[src/rtl/crossroad_signal_ctrl.sv]
module crossroad_signal_ctrl #(
  parameter int GREEN_S  = 45,
  parameter int YELLOW_S = 5
) (
  input  logic       clk,
  input  logic       rst_n,
  input  logic       sec_tick,
  input  logic       side_car,
  output logic [3:0] main_tens,
  output logic [3:0] main_units,
  output logic [3:0] side_tens,
  output logic [3:0] side_units,
  output logic [6:0] cycle_sec,
  output logic [5:0] lamps
);
  localparam int RED_S = GREEN_S + YELLOW_S;
  localparam logic [7:0] G_BCD = {4'(GREEN_S / 10), 4'(GREEN_S % 10)};
  localparam logic [7:0] Y_BCD = {4'(YELLOW_S / 10), 4'(YELLOW_S % 10)};
  localparam logic [7:0] R_BCD = {4'(RED_S / 10), 4'(RED_S % 10)};

  typedef enum logic [2:0] {ALL_RED, M_GO, M_WAIT, M_AMBER, S_GO, S_AMBER} phase_t;

  phase_t     phase;
  logic [7:0] m_cnt, s_cnt;
  logic [6:0] cyc;

  function automatic logic [7:0] bcd_dec(input logic [7:0] v);
    return (v[3:0] == 4'd0) ? {v[7:4] - 4'd1, 4'd9} : {v[7:4], v[3:0] - 4'd1};
  endfunction

  wire m_one = (m_cnt == 8'h01);
  wire s_one = (s_cnt == 8'h01);

  always_ff @(posedge clk) begin
    if (!rst_n) begin
      phase <= ALL_RED;
      m_cnt <= 8'h00;
      s_cnt <= 8'h00;
      cyc   <= 7'd0;
    end else if (sec_tick) begin
      case (phase)
        ALL_RED: begin
          phase <= M_GO;
          m_cnt <= G_BCD;
          s_cnt <= R_BCD;
          cyc   <= 7'd0;
        end
        M_GO: begin
          if (!m_one) begin
            m_cnt <= bcd_dec(m_cnt);
            s_cnt <= bcd_dec(s_cnt);
            cyc   <= cyc + 7'd1;
          end else if (side_car) begin
            phase <= M_AMBER;
            m_cnt <= Y_BCD;
            s_cnt <= bcd_dec(s_cnt);
            cyc   <= cyc + 7'd1;
          end else begin
            phase <= M_WAIT;
          end
        end
        M_WAIT: begin
          if (side_car) begin
            phase <= M_AMBER;
            m_cnt <= Y_BCD;
            s_cnt <= bcd_dec(s_cnt);
            cyc   <= cyc + 7'd1;
          end
        end
        M_AMBER: begin
          cyc <= cyc + 7'd1;
          if (m_one) begin
            phase <= S_GO;
            m_cnt <= R_BCD;
            s_cnt <= G_BCD;
          end else begin
            m_cnt <= bcd_dec(m_cnt);
            s_cnt <= bcd_dec(s_cnt);
          end
        end
        S_GO: begin
          cyc   <= cyc + 7'd1;
          m_cnt <= bcd_dec(m_cnt);
          if (s_one) begin
            phase <= S_AMBER;
            s_cnt <= Y_BCD;
          end else begin
            s_cnt <= bcd_dec(s_cnt);
          end
        end
        S_AMBER: begin
          if (s_one) begin
            phase <= M_GO;
            m_cnt <= G_BCD;
            s_cnt <= R_BCD;
            cyc   <= 7'd0;
          end else begin
            m_cnt <= bcd_dec(m_cnt);
            s_cnt <= bcd_dec(s_cnt);
            cyc   <= cyc + 7'd1;
          end
        end
        default: phase <= ALL_RED;
      endcase
    end
  end

  wire m_green  = (phase == M_GO) || (phase == M_WAIT);
  wire m_yellow = (phase == M_AMBER);
  wire s_green  = (phase == S_GO);
  wire s_yellow = (phase == S_AMBER);

  assign lamps      = {!(m_green || m_yellow), m_yellow, m_green,
                       !(s_green || s_yellow), s_yellow, s_green};
  assign main_tens  = m_cnt[7:4];
  assign main_units = m_cnt[3:0];
  assign side_tens  = s_cnt[7:4];
  assign side_units = s_cnt[3:0];
  assign cycle_sec  = cyc;

  AST_ONE_LAMP_EACH: assert property (@(posedge clk) disable iff (!rst_n)
    $countones(lamps[5:3]) == 1 && $countones(lamps[2:0]) == 1);
  AST_NO_SHARED_GO: assert property (@(posedge clk) disable iff (!rst_n)
    !((lamps[4] || lamps[3]) && (lamps[1] || lamps[0])));
  AST_BCD_RANGE: assert property (@(posedge clk) disable iff (!rst_n)
    main_units <= 4'd9 && side_units <= 4'd9 && main_tens <= 4'd9 && side_tens <= 4'd9);
  AST_QUIET_NO_TICK: assert property (@(posedge clk) disable iff (!rst_n)
    !sec_tick |=> $stable(lamps) && $stable(cycle_sec) && $stable(m_cnt) && $stable(s_cnt));
  AST_CYCLE_STEP: assert property (@(posedge clk) disable iff (!rst_n)
    sec_tick && (phase == M_AMBER || phase == S_GO) |=> cycle_sec == $past(cycle_sec) + 7'd1);
  AST_CYCLE_WRAP: assert property (@(posedge clk) disable iff (!rst_n)
    sec_tick && phase == S_AMBER && s_one |=> cycle_sec == 7'd0 && lamps[3]);
  AST_WAIT_FROZEN: assert property (@(posedge clk) disable iff (!rst_n)
    phase == M_WAIT && !side_car |=> $stable(cycle_sec) && $stable(m_cnt) && $stable(s_cnt) && lamps[3]);
  AST_PHASE_AT_ONE: assert property (@(posedge clk) disable iff (!rst_n)
    sec_tick && phase == S_GO && !s_one |=> lamps[0]);
endmodule

[config.mk]
export PLATFORM = sky130hd
export DESIGN_NAME = crossroad_signal_ctrl
export DESIGN_NICKNAME = d
export VERILOG_FILES = /design/src/rtl/crossroad_signal_ctrl.sv
export SDC_FILE = /design/constraint.sdc
export NUM_CORES = 1
export LEC_CHECK = 0
export BUFFER_PORTS_ARGS = -buffer_cell sky130_fd_sc_hd__buf_2
export CORE_ASPECT_RATIO = 1.2
export CORE_UTILIZATION = 55
export CTS_CLUSTER_DIAMETER = 200
export DETAILED_ROUTE_END_ITERATION = 16
export GPL_TIMING_DRIVEN = 0
export PLACE_DENSITY = 0.79
export SKIP_LAST_GASP = 1
export SYNTH_ARGS = -nofsm -noshare
export SYNTH_HDL_FRONTEND = slang
export SYNTH_SLANG_ARGS = --single-unit
[constraint.sdc]
create_clock -name clk -period 4.2 [get_ports clk]
set_input_delay 0.84 -clock clk [delete_from_list [all_inputs] [get_ports clk]]
set_output_delay 0.84 -clock clk [all_outputs]
set_load 0.02 [all_outputs]
== Yosys cells after proc, flatten, opt, wreduce, memory -nomap -nowiden ==
Cells that the tools add are included.

* Register bits after elaboration: 26
* Bits of input ports: 4

* Add/sub/neg operators: 5
* Equal/unequal tests: 12
* Muxes and demuxes: 24
* Reduce and logical (&&, ||, !) cells: 14

{| class="wikitable"
|+ Operators by type and width
! kind !! count
|-
| case mux 8 bit (6 select lines) || 2
|-
| 2-to-1 mux 8 bit || 11
|-
| case mux 7 bit (5 select lines) || 1
|-
| 2-to-1 mux 7 bit || 3
|-
| case mux 3 bit (6 select lines) || 1
|-
| equality test 8 x 1 -> 1 bit, second input constant || 2
|-
| subtractor 4 x 1 -> 4 bit, second input constant || 4
|-
| 2-to-1 mux 3 bit || 5
|-
| != test 2 bit, second input constant || 5
|-
| zero test 4 bit || 2
|-
| adder 7 x 1 -> 7 bit, second input constant || 1
|-
| equality test 3 x 2 -> 1 bit, second input constant || 2
|-
| equality test 3 bit, second input constant || 2
|-
| AND reduction 6 bit || 1
|-
| nonzero test 6 bit || 1
|-
| nonzero test 5 bit || 1
|-
| AND reduction 2 bit || 2
|-
| equality test 3 x 1 -> 1 bit, second input constant || 1
|-
| zero test 3 bit || 1
|-
| logical OR 1 bit || 3
|-
| zero test 1 bit || 2
|-
| OR reduction 2 bit || 1
|-
| 2-to-1 mux 1 bit || 1
|}

== Longest topological paths before layout ==
Gate-level depths: netlist of run 1.

* Depth after elaboration: 5
* Mapped depth: 8
* Gate-level depth less buffers: 7

== Least setup slack after synthesis of run 1 ==
Ideal clock, no wire load.

* Path kind: input -> register
* Start point: input sec_tick
* End point: register s_cnt[6]
* Data arrival time: 2.155 ns
* Data required time: 4.074 ns
* Setup slack: 1.919 ns
* Stages on the path: 6
* Cells stage by stage: clkbuf_1 > a21bo_2 > a21oi_1 > o221ai_1 > nor4_1 > nor3_1

* Longest elaborated chain between the ends: 1

{| class="wikitable"
|+ RTL lines
! item !! RTL line !! RTL
|-
| start, declared || 7 || <nowiki>input logic sec_tick,</nowiki>
|-
| AND reduction 2 bit (no source line) || - ||
|-
| end signal, assigned || 51 || <nowiki>s_cnt <= bcd_dec(s_cnt);</nowiki>
|-
| end signal, assigned || 56 || <nowiki>s_cnt <= bcd_dec(s_cnt);</nowiki>
|-
| end signal, assigned || 66 || <nowiki>s_cnt <= bcd_dec(s_cnt);</nowiki>
|-
| end, declared || 24 || <nowiki>logic [7:0] m_cnt, s_cnt;</nowiki>
|}

No other way between the ends.
A chain may end at the register's enable or synchronous reset.

== Worst setup path after layout of run 1 ==
* Start point: register phase[2]
* End point: output lamps[0]

* Longest elaborated chain between the ends: 1

{| class="wikitable"
|+ RTL lines
! item !! RTL line !! RTL
|-
| start, declared || 23 || <nowiki>phase_t phase;</nowiki>
|-
| start signal, assigned || 36 || <nowiki>phase <= ALL_RED;</nowiki>
|-
| start signal, assigned || 43 || <nowiki>phase <= M_GO;</nowiki>
|-
| start signal, assigned || 54 || <nowiki>phase <= M_AMBER;</nowiki>
|-
| equality test 3 bit || 110 || <nowiki>wire s_green = (phase == S_GO);</nowiki>
|-
| end, declared || 14 || <nowiki>output logic [5:0] lamps</nowiki>
|}

No other way between the ends.

==> results of run 1 <==
==> through the flow <==
| stage | utilization | setup WS [ns] | hold WS (ns) |
|---|---|---|---|
| 2_1_floorplan | - | 1.92 | 0.563 |
| 3_3_place_gp | 0.636 | 1.42 | 0.478 |
| 3_5_place_dp | 0.636 | 1.43 | 0.497 |
| 4_1_cts | 0.654 | 1.45 | 0.514 |
| 5_1_grt | 0.654 | 1.26 | 0.550 |
| 6_report | 0.654 | 1.40 | 0.507 |
==> cell families after synthesis <==
| logic type | count (synthesis) | share of synthesized area |
|---|---|---|
| AND/OR/NAND/NOR | 111 | 0.271 |
| flip-flops | 26 | 0.225 |
| multiplexers | 1 | 0.00488 |
| XOR/XNOR | 3 | 0.0114 |
| adder cells (fa/ha/maj) | 10 | 0.0542 |
| AO/OA/AOI/OAI | 112 | 0.349 |
| buffers and inverters | 42 | 0.0840 |
==> power breakdown <==
| part | internal, uW | switching (uW) | total, uW |
|---|---|---|---|
| logic | 87.7 | 175 | 263 |
| clock network | 128 | 93.3 | 221 |
| registers | 257 | 12.0 | 269 |
| total | 473 | 281 | 753 |
==> final cells by class <==
class	count	area, um^2
Clock buffer	3	41.3
Inverter	18	67.6
Timing Repair Buffer	30	150
Multi-Input combinational cell	237	1600
Tap cell	54	67.6
Fill cell	370	1370
Sequential cell	26	520
Clock inverter	1	30.0
Buffer	24	126
==> flip-flops by register name (all words and copies together) (netlist names) <==
register   flops
phase          3
m_cnt          8
s_cnt          8
cycle_sec      7
==> critical path, cell delays in order (launching register included) <==
cell and delay (ns):
dfxtp_1 0.48, nor2b_1 0.48, inv_1 0.19, nor2_1 0.23, buf_4 0.14, buf_2 0.15
==> layout by cell type (no fill, tap or decap), types with 5 or more instances in the layout <==
cell      count
a21boi_1      5
nand2_1      27
a21oi_1      18
nand3_1       7
nor2_1       22
inv_1        17
o211ai_1      8
o21ai_0      20
o21ai_1       6
nor3_1       12
clkbuf_1     13
nor4_1        5
a31oi_1       5
nor2b_1       5
o31ai_1       9
ha_1         10
or3_1         5
dfxtp_1      26
buf_2        35
==> Yosys cell counts (all sizes together), types with 3 or more instances <==
cell type / n / area (um^2)
nand3: 7 / 35.0
a22o: 3 / 26.3
and2: 4 / 25.0
or3: 5 / 31.3
a31o: 3 / 26.3
a22oi: 3 / 22.5
o21ai: 28 / 148
o31ai: 9 / 67.6
a21oi: 19 / 98.9
buf: 11 / 77.6
dfxtp: 26 / 521
nor2b: 5 / 31.3
a211oi: 4 / 30.0
a21boi: 6 / 45.1
o41ai: 3 / 45.1
inv: 18 / 67.6
o211ai: 8 / 60.1
o21bai: 3 / 22.5
nand2: 28 / 108
nor2: 22 / 82.6
a31oi: 5 / 31.3
nor4: 6 / 52.6
a221oi: 4 / 47.6
nor3: 12 / 60.1
o22ai: 3 / 18.8
clkbuf: 13 / 48.8
ha: 10 / 125
==> worst paths after layout <==
check,startpoint,to,depth (start not counted)
setup reg to reg,s_cnt[0]$_SDFFE_PN0P_,cycle_sec[4]$_SDFFE_PN0P_,6
hold / removal,cycle_sec[1]$_SDFFE_PN0P_,cycle_sec[1]$_SDFFE_PN0P_,2
setup / recovery,phase[2]$_SDFFE_PN0P_,lamps[0],5
hold reg to reg,cycle_sec[1]$_SDFFE_PN0P_,cycle_sec[1]$_SDFFE_PN0P_,2
==> routing by layer <==
layer,track usage,part of all wire,vias up
met5,0,0,-
met4,0.149,0.028,0
met3,0.0674,0.077,20
met2,0.540,0.46,127
met1,0.419,0.43,1214
li1,-,-,1209
==> flow_summary.json, run 1 <==
{
  "cp.arrival_ns": 1.96,
  "fin_skew_ns": 0.0135,
  "leakagePower_uw": 0.00102,
  "finalNonFillerCells": 393,
  "ant_nets": 0,
  "final-max-slew-violation-count": 0,
  "tns_ns": 0,
  "finalHoldViolCount": 0,
  "critPathKind": "reg2out",
  "drtIter0Drc": 266,
  "antennaDiodeCount": 0,
  "grt_pass1_wl_um": 11000,
  "io_buffers": 30,
  "drv_cap": 0,
  "syn-num-nets": 319,
  "p_total_uw": 753,
  "irDropWorstVdd_mv": 0.166,
  "max_freq_ghz": 0.357,
  "synth_edf_count": 0,
  "dpl.hpwl_um": 5030,
  "antenna_found_initial": 0,
  "route.detailed.drc": 0,
  "drive_gt1_frac": 0.180,
  "place_area_um2": 2530,
  "worst_slew_pin_slew_ns": 0.901,
  "root_buffer": "clkbuf_8",
  "grt_max_degree": 16,
  "crit_required_ns": 3.36,
  "rrSetupSlack_ns": 1.77,
  "final_nets": 354,
  "num_rows": 25,
  "start_kind": "flop",
  "cts_sinks": 26,
  "hold_path_class": "reg2reg",
  "synth-warning-count": 0,
  "holdBufCountCts": 0,
  "die_y_um": 73.0,
  "path_clk_slew_ns": 0.11,
  "cp-end-kind": "primary output",
  "cts-buffers-inserted": 3,
  "coreArea_um2": 3970,
  "ys.flop_type": "dfxtp_1",
  "area_growth_pct": 12.5,
  "rsz0062_at_grt": "false",
  "dieArea_um2": 4460,
  "fin_area_um2": 2600,
  "syn_area_per_cell_um2": 7.57,
  "grt_pass1_vias": 2308,
  "initial_core_util": 0.581,
  "synth.distinct_cells": 67,
  "status": "finished clean",
  "fp.dieW_um": 61.2,
  "slew_headroom": 0.394,
  "synth_area_um2": 2310,
  "vias": 2570,
  "finalSetupViolCount": 0,
  "placed_cells": 389,
  "io-pin-count": 33,
  "vias_per_cell": 6.54,
  "cts_tree": "done",
  "grt_usage": 0.334,
  "ys_ff_latch": 26,
  "ctsLongestPathBuffers": 2,
  "p_per_area_nw_per_um2": 290,
  "postCtsSetupBuffers": 0,
  "async_flop_share": 0,
  "period_share": 0.666,
  "postCtsResizedCells": 0,
  "htreeDepth": 1,
  "cp_max_fo": 6,
  "grt_overflow_total": 0,
  "synth_cells": 305,
  "insertion_delay_ns": 0.29,
  "yosysSeqAreaShare": 0.225,
  "wl_per_cell_um": 17.8,
  "dr.pass1.iters": 5,
  "drt_wl_total_um": 7010,
  "place.gp.congestion": 0.990,
  "fin_crit_ns": 2.80
}
Power figures use the tool's default switching activity.
==> run 2: changes to the inputs <==
Settings changed: CORE_UTILIZATION 55 to 52, PLACE_DENSITY 0.79 to 0.78.
Clock period 4.2 ns to 2.4 ns, I/O delays scaled along.
==> run 2 against run 1 <==
Compared with the run above: critical endpoint is now lamps[3]; combinational power up 78%; worst hold slack worse by 0.0045 ns; sequential cell count unchanged; via count up 0.12%; sequential power up 75%.
==> flow_summary.json, run 2 (synthesized netlist as in run 1, its figures left out) <==
{
  "status": "finished clean",
  "dieArea_um2": 4710,
  "fill_cells": 409,
  "cts_tree": "done",
  "final-max-slew-violation-count": 0,
  "worstPathCellList": "clkbuf_1 > nand2b_1 > inv_1 > buf_4 > buf_2",
  "start_kind": "flop",
  "antenna_found_initial": 0,
  "grt_pass1_wl_um": 11000,
  "period_share": 0.970,
  "drtIter0Drc": 326,
  "setup.worst_path.start": "phase[2]$_SDFFE_PN0P_",
  "insertion_delay_ns": 0.29,
  "rr_endpoint": "m_cnt[0]$_SDFFE_PN0P_",
  "dr.pass1.iters": 5,
  "place_area_um2": 2530,
  "rrSetupSlack_ns": 0.10,
  "hold_path_class": "reg2reg",
  "r2r-start": "phase[1]$_SDFFE_PN0P_",
  "max_freq_ghz": 0.430,
  "grt_overflow_total": 0,
  "grt_max_degree": 16,
  "path_buf_inv": 4,
  "fin_crit_ns": 2.33,
  "vias": 2573,
  "slew_headroom": 0.463,
  "grt_usage": 0.297,
  "fp.dieW_um": 62.8,
  "final_cell_mix": "buf_2, nand2_1, dfxtp_1",
  "final_nets": 355,
  "place.gp.congestion": 0.960,
  "worst_slew_pin_slew_ns": 0.799,
  "crit_slowest_cell": "dfxtp_1",
  "wl_per_cell_um": 17.8,
  "dp_slack_ns": -0.0882,
  "mostFrequentLayoutCell": "buf_2",
  "vias_per_cell": 6.50,
  "min_from": "s_cnt[1]$_SDFFE_PN0P_",
  "crit_end": "lamps[3]",
  "cts_sinks": 26,
  "p_total_uw": 1330,
  "finalHoldViolCount": 0,
  "worst-r2r-cell-count": 7,
  "ctsLongestPathBuffers": 2,
  "p_per_area_nw_per_um2": 504,
  "crit_required_ns": 1.92,
  "cts-buffers-inserted": 3,
  "num_rows": 26,
  "cp-end-kind": "primary output",
  "drv_cap": 0,
  "antennaDiodeCount": 0,
  "rsz0062_at_grt": "true",
  "area_growth_pct": 14.4,
  "htreeDepth": 1,
  "coreArea_um2": 4260,
  "fin_area_um2": 2640,
  "finalSetupViolCount": 0,
  "critPathMaxStageDelay_ns": 0.47,
  "root_buffer": "clkbuf_8",
  "critical_path_depth": 5,
  "cp_max_fo": 10,
  "initial_core_util": 0.542,
  "grt_pass1_vias": 2211,
  "fin_skew_ns": 0.00567,
  "io-pin-count": 33,
  "die_y_um": 75.0,
  "ant_nets": 0,
  "critPathKind": "reg2out",
  "cp_top_family": "buffers and inverters",
  "io_buffers": 30,
  "setup_ws_ns": 0.0719,
  "irDropWorstVdd_mv": 0.320,
  "route.detailed.drc": 0,
  "drive_gt1_frac": 0.203,
  "dpl.hpwl_um": 4960,
  "holdBufCountCts": 0,
  "path_clk_slew_ns": 0.11,
  "leakagePower_uw": 0.00102,
  "cp.arrival_ns": 1.85,
  "drt_wl_total_um": 7050
}
-- run 2: worst min path at each step --
stage	end	slack, ns	depth (start not counted)
4_1_cts	s_cnt[1]$_SDFFE_PN0P_	0.51	2
3_3_place_gp	cycle_sec[1]$_SDFFE_PN0P_	0.49	2
3_5_place_dp	s_cnt[1]$_SDFFE_PN0P_	0.49	2
6_report	s_cnt[1]$_SDFFE_PN0P_	0.50	2
5_1_grt	s_cnt[1]$_SDFFE_PN0P_	0.53	2
2_1_floorplan	s_cnt[1]$_SDFFE_PN0P_	0.56	2
-- run 2: cell type report --
type                            instances  area, um^2  area share
Sequential cell                        26         520       0.197
Inverter                               18        67.6      0.0256
Clock buffer                            3        41.3      0.0156
Timing Repair Buffer                   31         158      0.0597
Tap cell                               56        70.1      0.0265
Multi-Input combinational cell        237        1630       0.616
Clock inverter                          1        30.0      0.0114
Buffer                                 24         128      0.0483
-- run 2: repair_timing --
action,CTS,global route
gates resized for setup,0,10
setup endpoints to repair,0,10
buffers inserted,0,1
hold endpoints to repair,0,0
-- run 2: per-layer routing --
metal | global-route usage | part of all wire | routed length [um] | vias to the layer above
met5 | 0 | 0 | 0 | -
met2 | 0.495 | 0.46 | 3240 | 146
met4 | 0.129 | 0.029 | 208 | 0
met1 | 0.391 | 0.43 | 3030 | 1196
met3 | 0.0364 | 0.082 | 576 | 25
li1 | - | - | - | 1206
-- run 2: stage by stage --
step	TNS (ns)	hold slack, ns	cells	utilization
CTS	0	0.505	395	0.610
detailed placement	-0.0882	0.489	391	0.594
finish	0	0.503	396	0.620
floorplan	0	0.563	305	-
global placement	-0.102	0.488	391	0.594
global route	-0.0440	0.527	396	0.620
-- run 2: where the power goes --
group	switching [uW]	leakage, uW	internal, uW
clock network	170	0.0000357	224
registers	20.6	0.000211	450
logic	310	0.000778	157
total	501	0.00102	831
-- run 2: tightest hold or removal path, cell delays in order, from the launching register on --
cell and delay (ns):
dfxtp_1 0.36, nand2_1 0.06, a21boi_1 0.05
